## config.mk

```make
export PLATFORM = sky130hd
export DESIGN_NAME = keyed_wdt
export DESIGN_NICKNAME = d
export VERILOG_FILES = /design/src/rtl/keyed_wdt_pkg.sv /design/src/rtl/wdt_key_gate.sv /design/src/rtl/wdt_time_regs.sv /design/src/rtl/wdt_bcd_counter.sv /design/src/rtl/keyed_wdt.sv
export SDC_FILE = /design/constraint.sdc
export NUM_CORES = 1
export LEC_CHECK = 0
export CAP_MARGIN = 20
export CORE_ASPECT_RATIO = 0.9
export CORE_MARGIN = 2
export CORE_UTILIZATION = 50
export DETAILED_ROUTE_END_ITERATION = 7
export GPL_TIMING_DRIVEN = 1
export PLACE_DENSITY = 0.72
export RECOVER_POWER = 50
export SLEW_MARGIN = 25
export SYNTH_ARGS = -nofsm -noshare
export SYNTH_HDL_FRONTEND = slang
export SYNTH_HIERARCHICAL = 1
export SYNTH_SLANG_ARGS = --single-unit
```

## constraint.sdc

```tcl
create_clock -name clk -period 5.56 [get_ports clk]
set_input_delay 1.668 -clock clk [delete_from_list [all_inputs] [get_ports clk]]
set_output_delay 1.668 -clock clk [all_outputs]
set_load 0.005 [all_outputs]
```

## src/rtl/keyed_wdt_pkg.sv

```systemverilog
// Package: shared types and BCD helpers for the keyed watchdog.
// Assumes BCD fields are one byte: tens nibble high, units nibble low.
package keyed_wdt_pkg;

    localparam int BCD_W = 8;

    typedef enum logic [1:0] {
        KEY_IDLE = 2'd0,
        KEY_HALF = 2'd1,
        KEY_OPEN = 2'd2
    } key_stage_t;

    // Decrement one BCD byte; bit 8 of the result flags a borrow (00 -> 59).
    function automatic logic [BCD_W:0] bcd_step_down(input logic [BCD_W-1:0] v);
        logic [BCD_W:0] r;
        if (v[3:0] != 4'd0) begin
            r = {1'b0, v[7:4], v[3:0] - 4'd1};
        end else if (v[7:4] != 4'd0) begin
            r = {1'b0, v[7:4] - 4'd1, 4'd9};
        end else begin
            r = {1'b1, 8'h59};
        end
        return r;
    endfunction

    // Force an out-of-range BCD byte to the largest legal value 59.
    function automatic logic [BCD_W-1:0] bcd_clamp(input logic [BCD_W-1:0] v);
        logic [BCD_W-1:0] r;
        if ((v[7:4] > 4'd5) || (v[3:0] > 4'd9)) begin
            r = 8'h59;
        end else begin
            r = v;
        end
        return r;
    endfunction

endpackage

```

## src/rtl/wdt_key_gate.sv

```systemverilog
// Module: wdt_key_gate
// Tracks the two-byte unlock key written to the control address and flags
// the control write that follows a complete key as a commit.
// Assumes wr_ctrl and wr_other are never high together.
module wdt_key_gate
    import keyed_wdt_pkg::*;
#(
    parameter int                 DATA_W = 8,
    parameter logic [DATA_W-1:0]  KEY_A  = 8'h55,
    parameter logic [DATA_W-1:0]  KEY_B  = 8'hAA
) (
    input  logic              clk,
    input  logic              rst_n,
    input  logic              wr_ctrl,
    input  logic              wr_other,
    input  logic [DATA_W-1:0] wdata,
    output logic              commit,
    output key_stage_t        stage
);

    // Advance the key tracker on control writes; any other write clears it.
    always_ff @(posedge clk) begin
        if (!rst_n) begin
            stage <= KEY_IDLE;
        end else if (wr_other) begin
            stage <= KEY_IDLE;
        end else if (wr_ctrl) begin
            unique case (stage)
                KEY_IDLE: stage <= (wdata == KEY_A) ? KEY_HALF : KEY_IDLE;
                KEY_HALF: stage <= (wdata == KEY_B) ? KEY_OPEN : KEY_IDLE;
                default:  stage <= KEY_IDLE;
            endcase
        end
    end

    // A control write is accepted only when the full key has been seen.
    always_comb begin
        commit = wr_ctrl && (stage == KEY_OPEN);
    end

endmodule

```

## src/rtl/wdt_time_regs.sv

```systemverilog
// Module: wdt_time_regs
// Holds the programmed timeout: binary hours plus BCD minutes and seconds.
// Clamps illegal values at write time so stored fields are always legal.
// Assumes at most one of the write enables is high per cycle.
module wdt_time_regs
    import keyed_wdt_pkg::*;
#(
    parameter int                 HR_MAX  = 1,
    parameter logic [BCD_W-1:0]   DEF_HR  = 8'h00,
    parameter logic [BCD_W-1:0]   DEF_MIN = 8'h01,
    parameter logic [BCD_W-1:0]   DEF_SEC = 8'h00
) (
    input  logic             clk,
    input  logic             rst_n,
    input  logic             wr_hr,
    input  logic             wr_min,
    input  logic             wr_sec,
    input  logic [BCD_W-1:0] wdata,
    output logic [BCD_W-1:0] hr_q,
    output logic [BCD_W-1:0] min_q,
    output logic [BCD_W-1:0] sec_q
);

    localparam int               N_BCD   = 2;
    localparam logic [BCD_W-1:0] HR_LIM  = BCD_W'(HR_MAX);

    logic [BCD_W-1:0] bcd_q   [N_BCD];
    logic             bcd_wr  [N_BCD];
    logic [BCD_W-1:0] bcd_def [N_BCD];

    // Route the two BCD field writes and reset values by index.
    always_comb begin
        bcd_wr[0]  = wr_min;
        bcd_wr[1]  = wr_sec;
        bcd_def[0] = DEF_MIN;
        bcd_def[1] = DEF_SEC;
    end

    // Store the binary hours field, saturating at the legal maximum.
    always_ff @(posedge clk) begin
        if (!rst_n) begin
            hr_q <= DEF_HR;
        end else if (wr_hr) begin
            hr_q <= (wdata > HR_LIM) ? HR_LIM : wdata;
        end
    end

    for (genvar g = 0; g < N_BCD; g++) begin : g_bcd_field
        // Store one BCD field, forcing illegal digits to 59.
        always_ff @(posedge clk) begin
            if (!rst_n) begin
                bcd_q[g] <= bcd_def[g];
            end else if (bcd_wr[g]) begin
                bcd_q[g] <= bcd_clamp(wdata);
            end
        end
    end

    // Expose the BCD fields by name.
    always_comb begin
        min_q = bcd_q[0];
        sec_q = bcd_q[1];
    end

endmodule

```

## src/rtl/wdt_bcd_counter.sv

```systemverilog
// Module: wdt_bcd_counter
// Counts an h:m:s value down in BCD, one step per tick while running.
// On arm it captures the timeout into a shadow copy and loads the count;
// on reaching the last second it pulses expire and reloads from the shadow.
// Assumes the arm values are legal (hours 0/1, BCD 00-59).
module wdt_bcd_counter
    import keyed_wdt_pkg::*;
(
    input  logic             clk,
    input  logic             rst_n,
    input  logic             arm,
    input  logic             run,
    input  logic             tick,
    input  logic [BCD_W-1:0] arm_hr,
    input  logic [BCD_W-1:0] arm_min,
    input  logic [BCD_W-1:0] arm_sec,
    output logic             expire,
    output logic [BCD_W-1:0] cnt_hr,
    output logic [BCD_W-1:0] cnt_min,
    output logic [BCD_W-1:0] cnt_sec
);

    logic [BCD_W-1:0] sh_hr, sh_min, sh_sec;
    logic [BCD_W-1:0] ld_sec;
    logic             ld_zero;
    logic [BCD_W:0]   sec_step, min_step;
    logic [BCD_W-1:0] nx_hr, nx_min, nx_sec;
    logic             at_last;

    // A zero timeout is raised to one second so the count never starts at 0.
    always_comb begin
        ld_zero = (arm_hr == '0) && (arm_min == '0) && (arm_sec == '0);
        ld_sec  = ld_zero ? 8'h01 : arm_sec;
    end

    // Compute the next count value with seconds-to-minutes-to-hours borrow.
    always_comb begin
        sec_step = bcd_step_down(cnt_sec);
        min_step = bcd_step_down(cnt_min);
        nx_sec   = sec_step[BCD_W-1:0];
        nx_min   = sec_step[BCD_W] ? min_step[BCD_W-1:0] : cnt_min;
        nx_hr    = (sec_step[BCD_W] && min_step[BCD_W]) ? (cnt_hr - 8'd1) : cnt_hr;
        at_last  = (cnt_hr == '0) && (cnt_min == '0) && (cnt_sec == 8'h01);
    end

    // Capture the armed timeout so later register writes do not affect it.
    always_ff @(posedge clk) begin
        if (!rst_n) begin
            sh_hr  <= '0;
            sh_min <= '0;
            sh_sec <= 8'h01;
        end else if (arm) begin
            sh_hr  <= arm_hr;
            sh_min <= arm_min;
            sh_sec <= ld_sec;
        end
    end

    // Load, step or reload the count and produce the expiry pulse.
    always_ff @(posedge clk) begin
        if (!rst_n) begin
            cnt_hr  <= '0;
            cnt_min <= '0;
            cnt_sec <= 8'h01;
            expire  <= 1'b0;
        end else begin
            expire <= 1'b0;
            if (arm) begin
                cnt_hr  <= arm_hr;
                cnt_min <= arm_min;
                cnt_sec <= ld_sec;
            end else if (run && tick) begin
                if (at_last) begin
                    expire  <= 1'b1;
                    cnt_hr  <= sh_hr;
                    cnt_min <= sh_min;
                    cnt_sec <= sh_sec;
                end else begin
                    cnt_hr  <= nx_hr;
                    cnt_min <= nx_min;
                    cnt_sec <= nx_sec;
                end
            end
        end
    end

endmodule

```

## src/rtl/keyed_wdt.sv

```systemverilog
// Module: keyed_wdt (top)
// Watchdog with a key-protected arm bit and an h:m:s BCD timeout.
// Register map: 0 control (bit 0 arm), 1 hours, 2 minutes, 3 seconds.
// Assumes sec_tick is a single-cycle pulse and one bus write per strobe cycle.
module keyed_wdt
    import keyed_wdt_pkg::*;
#(
    parameter int                ADDR_W   = 2,
    parameter int                DATA_W   = 8,
    parameter int                EN_BIT   = 0,
    parameter logic [DATA_W-1:0] KEY_A    = 8'h55,
    parameter logic [DATA_W-1:0] KEY_B    = 8'hAA,
    parameter int                HR_MAX   = 1,
    parameter logic [DATA_W-1:0] DEF_HR   = 8'h00,
    parameter logic [DATA_W-1:0] DEF_MIN  = 8'h01,
    parameter logic [DATA_W-1:0] DEF_SEC  = 8'h00
) (
    input  logic              clk,
    input  logic              rst_n,
    input  logic [ADDR_W-1:0] bus_addr,
    input  logic [DATA_W-1:0] bus_wdata,
    input  logic              bus_we,
    input  logic              bus_re,
    output logic [DATA_W-1:0] bus_rdata,
    input  logic              sec_tick,
    output logic              expire_pulse
);

    localparam logic [ADDR_W-1:0] A_CTRL = ADDR_W'(0);
    localparam logic [ADDR_W-1:0] A_HR   = ADDR_W'(1);
    localparam logic [ADDR_W-1:0] A_MIN  = ADDR_W'(2);
    localparam logic [ADDR_W-1:0] A_SEC  = ADDR_W'(3);

    logic             wr_ctrl, wr_other;
    logic             commit;
    key_stage_t       key_stage;
    logic             en_q;
    logic             arm;
    logic [BCD_W-1:0] hr_q, min_q, sec_q;
    logic [BCD_W-1:0] cnt_hr, cnt_min, cnt_sec;

    // Split bus writes into control and non-control writes.
    always_comb begin
        wr_ctrl  = bus_we && (bus_addr == A_CTRL);
        wr_other = bus_we && (bus_addr != A_CTRL);
    end

    wdt_key_gate #(
        .DATA_W (DATA_W),
        .KEY_A  (KEY_A),
        .KEY_B  (KEY_B)
    ) i_key (
        .clk      (clk),
        .rst_n    (rst_n),
        .wr_ctrl  (wr_ctrl),
        .wr_other (wr_other),
        .wdata    (bus_wdata),
        .commit   (commit),
        .stage    (key_stage)
    );

    // Hold the arm bit; it only follows a committed control write.
    always_ff @(posedge clk) begin
        if (!rst_n) begin
            en_q <= 1'b0;
        end else if (commit) begin
            en_q <= bus_wdata[EN_BIT];
        end
    end

    // Reload only on a disarmed-to-armed change.
    always_comb begin
        arm = commit && bus_wdata[EN_BIT] && !en_q;
    end

    wdt_time_regs #(
        .HR_MAX  (HR_MAX),
        .DEF_HR  (DEF_HR[BCD_W-1:0]),
        .DEF_MIN (DEF_MIN[BCD_W-1:0]),
        .DEF_SEC (DEF_SEC[BCD_W-1:0])
    ) i_time (
        .clk    (clk),
        .rst_n  (rst_n),
        .wr_hr  (bus_we && (bus_addr == A_HR)),
        .wr_min (bus_we && (bus_addr == A_MIN)),
        .wr_sec (bus_we && (bus_addr == A_SEC)),
        .wdata  (bus_wdata[BCD_W-1:0]),
        .hr_q   (hr_q),
        .min_q  (min_q),
        .sec_q  (sec_q)
    );

    wdt_bcd_counter i_cnt (
        .clk     (clk),
        .rst_n   (rst_n),
        .arm     (arm),
        .run     (en_q),
        .tick    (sec_tick),
        .arm_hr  (hr_q),
        .arm_min (min_q),
        .arm_sec (sec_q),
        .expire  (expire_pulse),
        .cnt_hr  (cnt_hr),
        .cnt_min (cnt_min),
        .cnt_sec (cnt_sec)
    );

    // Return the addressed register while the read strobe is high.
    always_comb begin
        bus_rdata = '0;
        if (bus_re) begin
            unique case (bus_addr)
                A_CTRL:  bus_rdata[EN_BIT] = en_q;
                A_HR:    bus_rdata = DATA_W'(hr_q);
                A_MIN:   bus_rdata = DATA_W'(min_q);
                default: bus_rdata = DATA_W'(sec_q);
            endcase
        end
    end

endmodule

```

# Yosys cells after proc, flatten, opt, wreduce, memory -nomap -nowiden
# Memories as Yosys holds them, arrays and structs flattened.
# Index checks and enable logic that the tools add are counted.
# word_totals
regBits	60
latchBits	0
ramBits	16
rom_bits	0
inputBits	15
out_inout_bits	9
word_cells	110
mem_count	1
# op_classes
addsub	5
n_mul	0
div	0
order_cmp	3
n_eq_ne	10
n_shift	0
muxes	38
bitwise	4
reduce_logical	37
# memory_table
name	words	word_bits	read_ports	rd_clocked_by_memory_dff	wr	line_no	text
i_time.bcd_q	2	8	2	0	2	wdt_time_regs.sv:27	logic [BCD_W-1:0] bcd_q [N_BCD];
# op_table
operator	n
8-bit two-way mux	21
8-bit zero test	5
9-bit two-way mux	4
7-bit case mux with 3 select lines	1
4-bit nonzero test	4
4-bit by 1-bit subtractor with 4-bit output, second input constant	4
1-bit logical AND	14
1-bit two-way mux	9
8-bit by 1-bit == test with 1-bit output, second input constant	1
8-bit by 7-bit == test with 1-bit output, second input constant	1
8-bit == test, second input constant	1
8-bit by 1-bit greater-than comparator with 1-bit output, second input constant	1
8-bit by 1-bit subtractor with 8-bit output, second input constant	1
2-bit == test, second input constant	3
3-bit by 2-bit inequality test with 1-bit output, second input constant	2
2-bit AND reduction	3
3-bit nonzero test	2
2-bit by 1-bit == test with 1-bit output, second input constant	2
4-bit by 3-bit greater-than comparator with 1-bit output, second input constant	1
4-bit greater-than comparator, second input constant	1
2-bit zero test	2
2-bit case mux with 2 select lines	1
2-bit nonzero test	2
1-bit case mux with 3 select lines	1
8 further kinds	10

# Logic depth before layout (Yosys ltp)
# Gate-level depths: netlist of run 1.
# logic_depth
word_depth	8
ltp_mapped	12
mapped_depth_nobuf	9

# Cells and area by module
# Netlist of run 1, hierarchy kept.
# by_module_without_submodules
mod	n_inst	cells_per_inst	area_each_um2	seq_area_each_um2
wdt_bcd_counter	1	330	2752.6	980.9
wdt_time_regs	1	66	898.4	640.6
keyed_wdt	1	39	291.5	20.0
wdt_key_gate	1	17	152.6	40.0

# Least setup slack after synthesis of run 1
# Ideal clock, no wire load.
# synth_timing
kind	input-to-output
startpoint	input port bus_addr[1]
endpoint	output port bus_rdata[0]
t_arrival_ps	2292
required_time_ps	3892
slack_ps	1600
stages	2
path_buffers	0
path_cell_list	mux4_2 -> and2_1
# synth_between
elab_chain_len	3
word_cells_on_any_way	5
cone_classes	eq/ne: 2; mux: 2; reduce/logical: 1
# synth_lines
element	line_no	text
start: declaration	keyed_wdt.sv:20	input logic [ADDR_W-1:0] bus_addr,
2-bit == test (tied with other cells)	keyed_wdt.sv:112	unique case (bus_addr)
1-bit case mux with 3 select lines *	keyed_wdt.sv:112	
8-bit two-way mux *	keyed_wdt.sv:111	if (bus_re) begin
end: declaration	keyed_wdt.sv:24	output logic [DATA_W-1:0] bus_rdata,
# Mark *: on every way between the ends. The rest lies on a longest branch, timed or not.

# Worst setup path in the final report of run 1
# Same ends and word-level chain as after synthesis.

==> results_dict.tcl, run 1 <==
set metrics [dict create \
    ys_seq_elements 76 \
    cts_setup_buffers 0 \
    grt_max_degree 46 \
    cp_data_required_time_ps 3890 \
    wirelength_mm 10.2 \
    dieHeight_um 89.9 \
    synthArstFlopShare 0 \
    synth.distinct_cells 69 \
    syn_inst 452 \
    hold_path_class "reg -> reg" \
    io_pins 24 \
    clock-sinks 76 \
    cts_made_buffers 9 \
    cts_tree "built" \
    grt_pass1_wl_mm 16.3 \
    crit_fanout 2 \
    clock-skew-final_ps 8.21 \
    initial_utilization 0.513 \
    core_area_um2 7990 \
    slew_headroom 0.381 \
    synth_largest_area_cell "dfxtp_1" \
    grt_pass1_vias 3266 \
    ctsResizeCount 0 \
    drtIter0Drc 202 \
    p_total_mw 1.06 \
    gp_congestion 0.914 \
    ant_nets 0 \
    leakagePower_nw 1.58 \
    clk_pin_slew_ps 70 \
    fmax_ghz 0.199 \
    yosysTopAreaCellShare 0.293 \
    antenna_found_initial 0 \
    min_from "i_cnt/sh_sec[0]$_SDFFE_PN1P_" \
    cp-end-kind "primary output" \
    die_area_um2 8930 \
    post_drt_wl_per_cell_um 17.8 \
    clock_path_buffers 2 \
    crit_arrival_ps 3350 \
    met3_usage 0.0459 \
    critPathLaunch "bus_addr[1]" \
    start_kind "input pin" \
    drc 0 \
    track_usage 0.231 \
    peakVddDrop_mv 0.126 \
    period_share 0.903 \
    syn_area_per_cell_um2 9.06 \
    status "completed" \
    layout_min_cycle_time_ps 5020 \
    seq_area_frac_synth 0.411 \
    fin_tns_setup_ps 0 \
    r2r_start "i_cnt/cnt_min[4]$_SDFFE_PN0P_" \
    setup_viol 0 \
    drt-pass1-iter-count 5 \
    drive_above_1_share 0.0911 \
    cts_hold_buf 0 \
    synth-edff-count 16 \
    port_buffers 23 \
    met1_usage 0.304 \
    p_per_area_nw_per_um2 233 \
    synth_area_leaders "dfxtp_1 29%, edfxtp_1 12%, nand2_1 4.5%" \
    cap_viol_max_count 0 \
    syn2layout_area_growth_pct 10.5 \
    n_antenna_cell 0 \
    rsz0062_at_grt "false" \
    final_common_cell "dfxtp_1" \
    final_hold_viol_count 0 \
    die_width_um 99.4 \
    yosysWarnings 6 \
    via_per_inst 6.15 \
    via_count 3514 \
    drv_slew 0 \
    clockRootBuffer "clkbuf_8" \
    htree_num_levels 3 \
    fillers 727 \
    worst_pin_slew_ps 921 \
    met2_usage 0.373 \
    ys.flop_type "dfxtp_1" \
    finalNetCount 486 \
    busiest_layer "met2" \
    critPathKind "in -> out" \
    most-common-layout-cells "60 x dfxtp_1, 49 x nand2_1, 29 x o21ai_0, 21 x a31oi_1, 20 x nor2_1" \
    synthesis.area_um2 4100 \
    rows 31 \
    hpwl_mm 7.30 \
    clk-insertion-delay-late_ps 350 \
    grt_overflow 0 \
]
## sequential cells by signal (all words and copies together), names as in the netlist, 2 cells and up
signal / flops
i_time/bcd_q: 16
i_cnt/cnt_hr: 8
i_cnt/cnt_min: 8
i_cnt/cnt_sec: 8
i_cnt/sh_hr: 8
i_cnt/sh_min: 8
i_cnt/sh_sec: 8
i_time/hr_q: 8
i_key/stage: 2
## routing by layer
metal	up-vias	wire (um)
met4	0	259
li1	1721	-
met2	91	4790
met5	-	0
met1	1683	4600
met3	19	504
## worst paths after layout
path | slack [ps] | depth (start not counted) | end
min | 460 | 2 | i_cnt/sh_sec[0]$_SDFFE_PN1P_
max | 540 | 4 | bus_rdata[0]
max reg2reg | 2910 | 7 | i_cnt/cnt_sec[0]$_SDFFE_PN1P_
min reg2reg | 460 | 2 | i_cnt/sh_sec[0]$_SDFFE_PN1P_
## critical path, cell delays in order
cell             delay, ps
dlygate4sd3_1          570
mux4_2                 500
and2_1                 170
clkdlybuf4s50_1        450
## where the power goes
part / total [mW] / switching, mW / internal, mW
Combinational: 0.0672 / 0.0359 / 0.0313
Clock: 0.402 / 0.195 / 0.207
Sequential: 0.587 / 0.0138 / 0.573
## layout make-up
class	count	area, um^2	share of cell area
multi-input cells	337	2220	0.491
flip-flops and latches	76	1680	0.372
repair buffers	30	270	0.0597
clock buffers	13	139	0.0307
well taps	99	124	0.0274
inverters	13	48.8	0.0108
clock inverters	3	40.0	0.00885
## cells by family (layout without fill, tap and decap cells)
group,Yosys count,in the layout,synth area share
DFF,76,76,0.411
adders and majority gates,4,4,0.0122
AOI/OAI and AO/OA,140,140,0.237
xor gates and xnor gates,10,10,0.0214
buffers and inverters,40,59,0.0449
muxes,16,16,0.0422
other,1,2,0.000916
and+or+nand+nor,165,165,0.231
## metrics by stage
step                      area, um^2  utilization  hold slack (ps)  setup slack [ps]  std cells
after floorplan                 4100            -              431              1600        453
after global placement          4370        0.547              445               596        555
after detailed placement        4370        0.547              449               570        555
after CTS                       4550        0.570              462               570        571
after global routing            4530        0.566              488               298        571
final                           4530        0.566              458               539        571
## synthesized netlist by cell type, types with 4 or more instances
master / n
a21boi_0: 17
nand3_1: 6
nor2b_1: 11
a31oi_1: 21
nor3_1: 12
a21oi_1: 18
clkbuf_1: 14
a211oi_1: 11
nand4_1: 9
nor2_1: 20
nand2b_1: 7
and2_1: 11
ha_1: 4
o31ai_1: 4
nor4_1: 7
o21ai_0: 29
xor2_1: 4
nand2_1: 49
inv_1: 12
o211ai_1: 9
mux2i_1: 15
dfxtp_1: 60
buf_2: 6
edfxtp_1: 16
xnor2_1: 6
No activity file was read; power rests on OpenSTA's default activity.
==> run 2, diff against run 1 <==
CORE_UTILIZATION = 60   (was 50)
PLACE_DENSITY = 0.83   (was 0.72)
clock period = 5.69 ns   (was 5.56 ns; I/O delays follow)
==> run 2 against run 1 <==
Sequential power shrank 2%. Die area shrank 16%. Via count grew 3.0%. Cell area grew 0.44%. Critical path type unchanged.
==> results_dict.tcl, run 2 (synthesized netlist as in run 1, its figures left out) <==
set metrics [dict create \
    largest_register_ffs 16 \
    cts_hold_buf 0 \
    cp_data_required_time_ps 3980 \
    cts_made_buffers 9 \
    status "completed" \
    setup_ws_ps 510 \
    crit_fanout 20 \
    drv_slew 0 \
    crit_arrival_ps 3470 \
    leakagePower_nw 1.59 \
    via_per_inst 6.46 \
    p_total_mw 1.10 \
    core_area_um2 6590 \
    dieHeight_um 82.4 \
    drive_above_1_share 0.0979 \
    final_hold_viol_count 0 \
    worst_pin_slew_ps 867 \
    die_area_um2 7500 \
    layout_min_cycle_time_ps 5180 \
    slew_headroom 0.417 \
    syn2layout_area_growth_pct 11.0 \
    intPower_mw 0.840 \
    post_drt_wl_per_cell_um 17.7 \
    grt_max_degree 69 \
    port_buffers 23 \
    hold_path_class "reg -> reg" \
    n_antenna_cell 0 \
    clock-sinks 76 \
    die_width_um 91.1 \
    swShare 0.236 \
    fin_tns_setup_ps 0 \
    setup_viol 0 \
    multi_input_area_um2 2220 \
    grt_pass1_vias 3239 \
    ant_nets 0 \
    dpl_cell_area_um2 4350 \
    grt_overflow 0 \
    fillers 517 \
    power_frac_comb 0.059 \
    clockRootBuffer "clkbuf_8" \
    clk-insertion-delay-late_ps 350 \
    wl_met2_mm 4.66 \
    drc 0 \
    finalNetCount 484 \
    ctsResizeCount 0 \
    seq_area_um2 1680 \
    fin_util 0.690 \
    clock-skew-final_ps 12.1 \
    pre_cts_ws_ps 600 \
    peakVddDrop_mv 0.194 \
    p_per_area_nw_per_um2 242 \
    most-common-layout-cells "60 x dfxtp_1, 49 x nand2_1, 29 x o21ai_0, 21 x a31oi_1, 20 x nor2_1" \
    reg2reg_slack_ps 2780 \
    period_share 0.910 \
    drt-pass1-iter-count 6 \
    cts_tree "built" \
    initial_utilization 0.622 \
    hpwl_mm 7.00 \
    final_common_cell "dfxtp_1" \
    wl_met1_mm 4.42 \
    clk_pin_slew_ps 80 \
    cap_viol_max_count 0 \
    top_layer "met4" \
    stdcell_area_um2 4550 \
    antenna_found_initial 0 \
    grt_pass1_wl_mm 16.0 \
    htree_num_levels 3 \
    clock_path_buffers 2 \
    wl_met3_um 629 \
    fmax_ghz 0.193 \
    clkPwrFrac 0.420 \
    p_sw_mw 0.260 \
    track_usage 0.271 \
    critPathKind "in -> out" \
    gp_congestion 0.890 \
    wirelength_mm 9.90 \
    via_count 3620 \
    largest_register "i_time/bcd_q" \
    cts_setup_buffers 0 \
    rsz0062_at_grt "false" \
    start_kind "input pin" \
    rows 28 \
    drtIter0Drc 370 \
    pwr-share-seq 0.521 \
    io_pins 24 \
    cp-end-kind "primary output" \
]
-- run 2: final timing paths --
kind              depth (start not counted)                          from                           end
setup / recovery                          5                   bus_addr[0]                  bus_rdata[7]
hold / removal                            2  i_cnt/sh_sec[0]$_SDFFE_PN1P_  i_cnt/sh_sec[0]$_SDFFE_PN1P_
setup reg to reg                          9   i_key/stage[1]$_SDFFE_PP0P_  i_cnt/cnt_hr[5]$_SDFFE_PN0P_
hold reg to reg                           2  i_cnt/sh_sec[0]$_SDFFE_PN1P_  i_cnt/sh_sec[0]$_SDFFE_PN1P_
-- run 2: worst max-delay path, cell delays in order --
cell	delay, ps
dlygate4sd3_1	520
buf_4	250
mux2i_1	120
a211oi_1	310
clkdlybuf4s50_1	560
-- run 2: routing by layer --
layer,GRT usage,up-vias
li1,-,1716
met1,0.357,1728
met2,0.450,151
met3,0.0626,25
met4,0.0833,0
met5,0,-
-- run 2: metrics by stage --
step / std cells / hold slack, ps
3_5_place_dp: 544 / 445
2_1_floorplan: 453 / 431
3_3_place_gp: 544 / 440
4_1_cts: 560 / 460
5_1_grt: 560 / 497
6_report: 560 / 460
-- run 2: layout make-up --
cell class                      instances  share of cell area
Tap cell                               90              0.0248
Clock buffer                            9              0.0273
Sequential cell                        76               0.370
Inverter                               13              0.0107
Clock inverter                          7              0.0220
Timing Repair Buffer                   28              0.0570
Multi-Input combinational cell        337               0.488
-- run 2: power groups by stage --
stage	Clock (mW)	Sequential [mW]	Combinational, mW
final	0.461	0.573	0.0654
after global routing	0.486	0.573	0.0705
after CTS	0.465	0.572	0.0653
after detailed placement	0	0.584	0.0646
after global placement	0	0.585	0.0623
after floorplan	0	0.577	0.0370
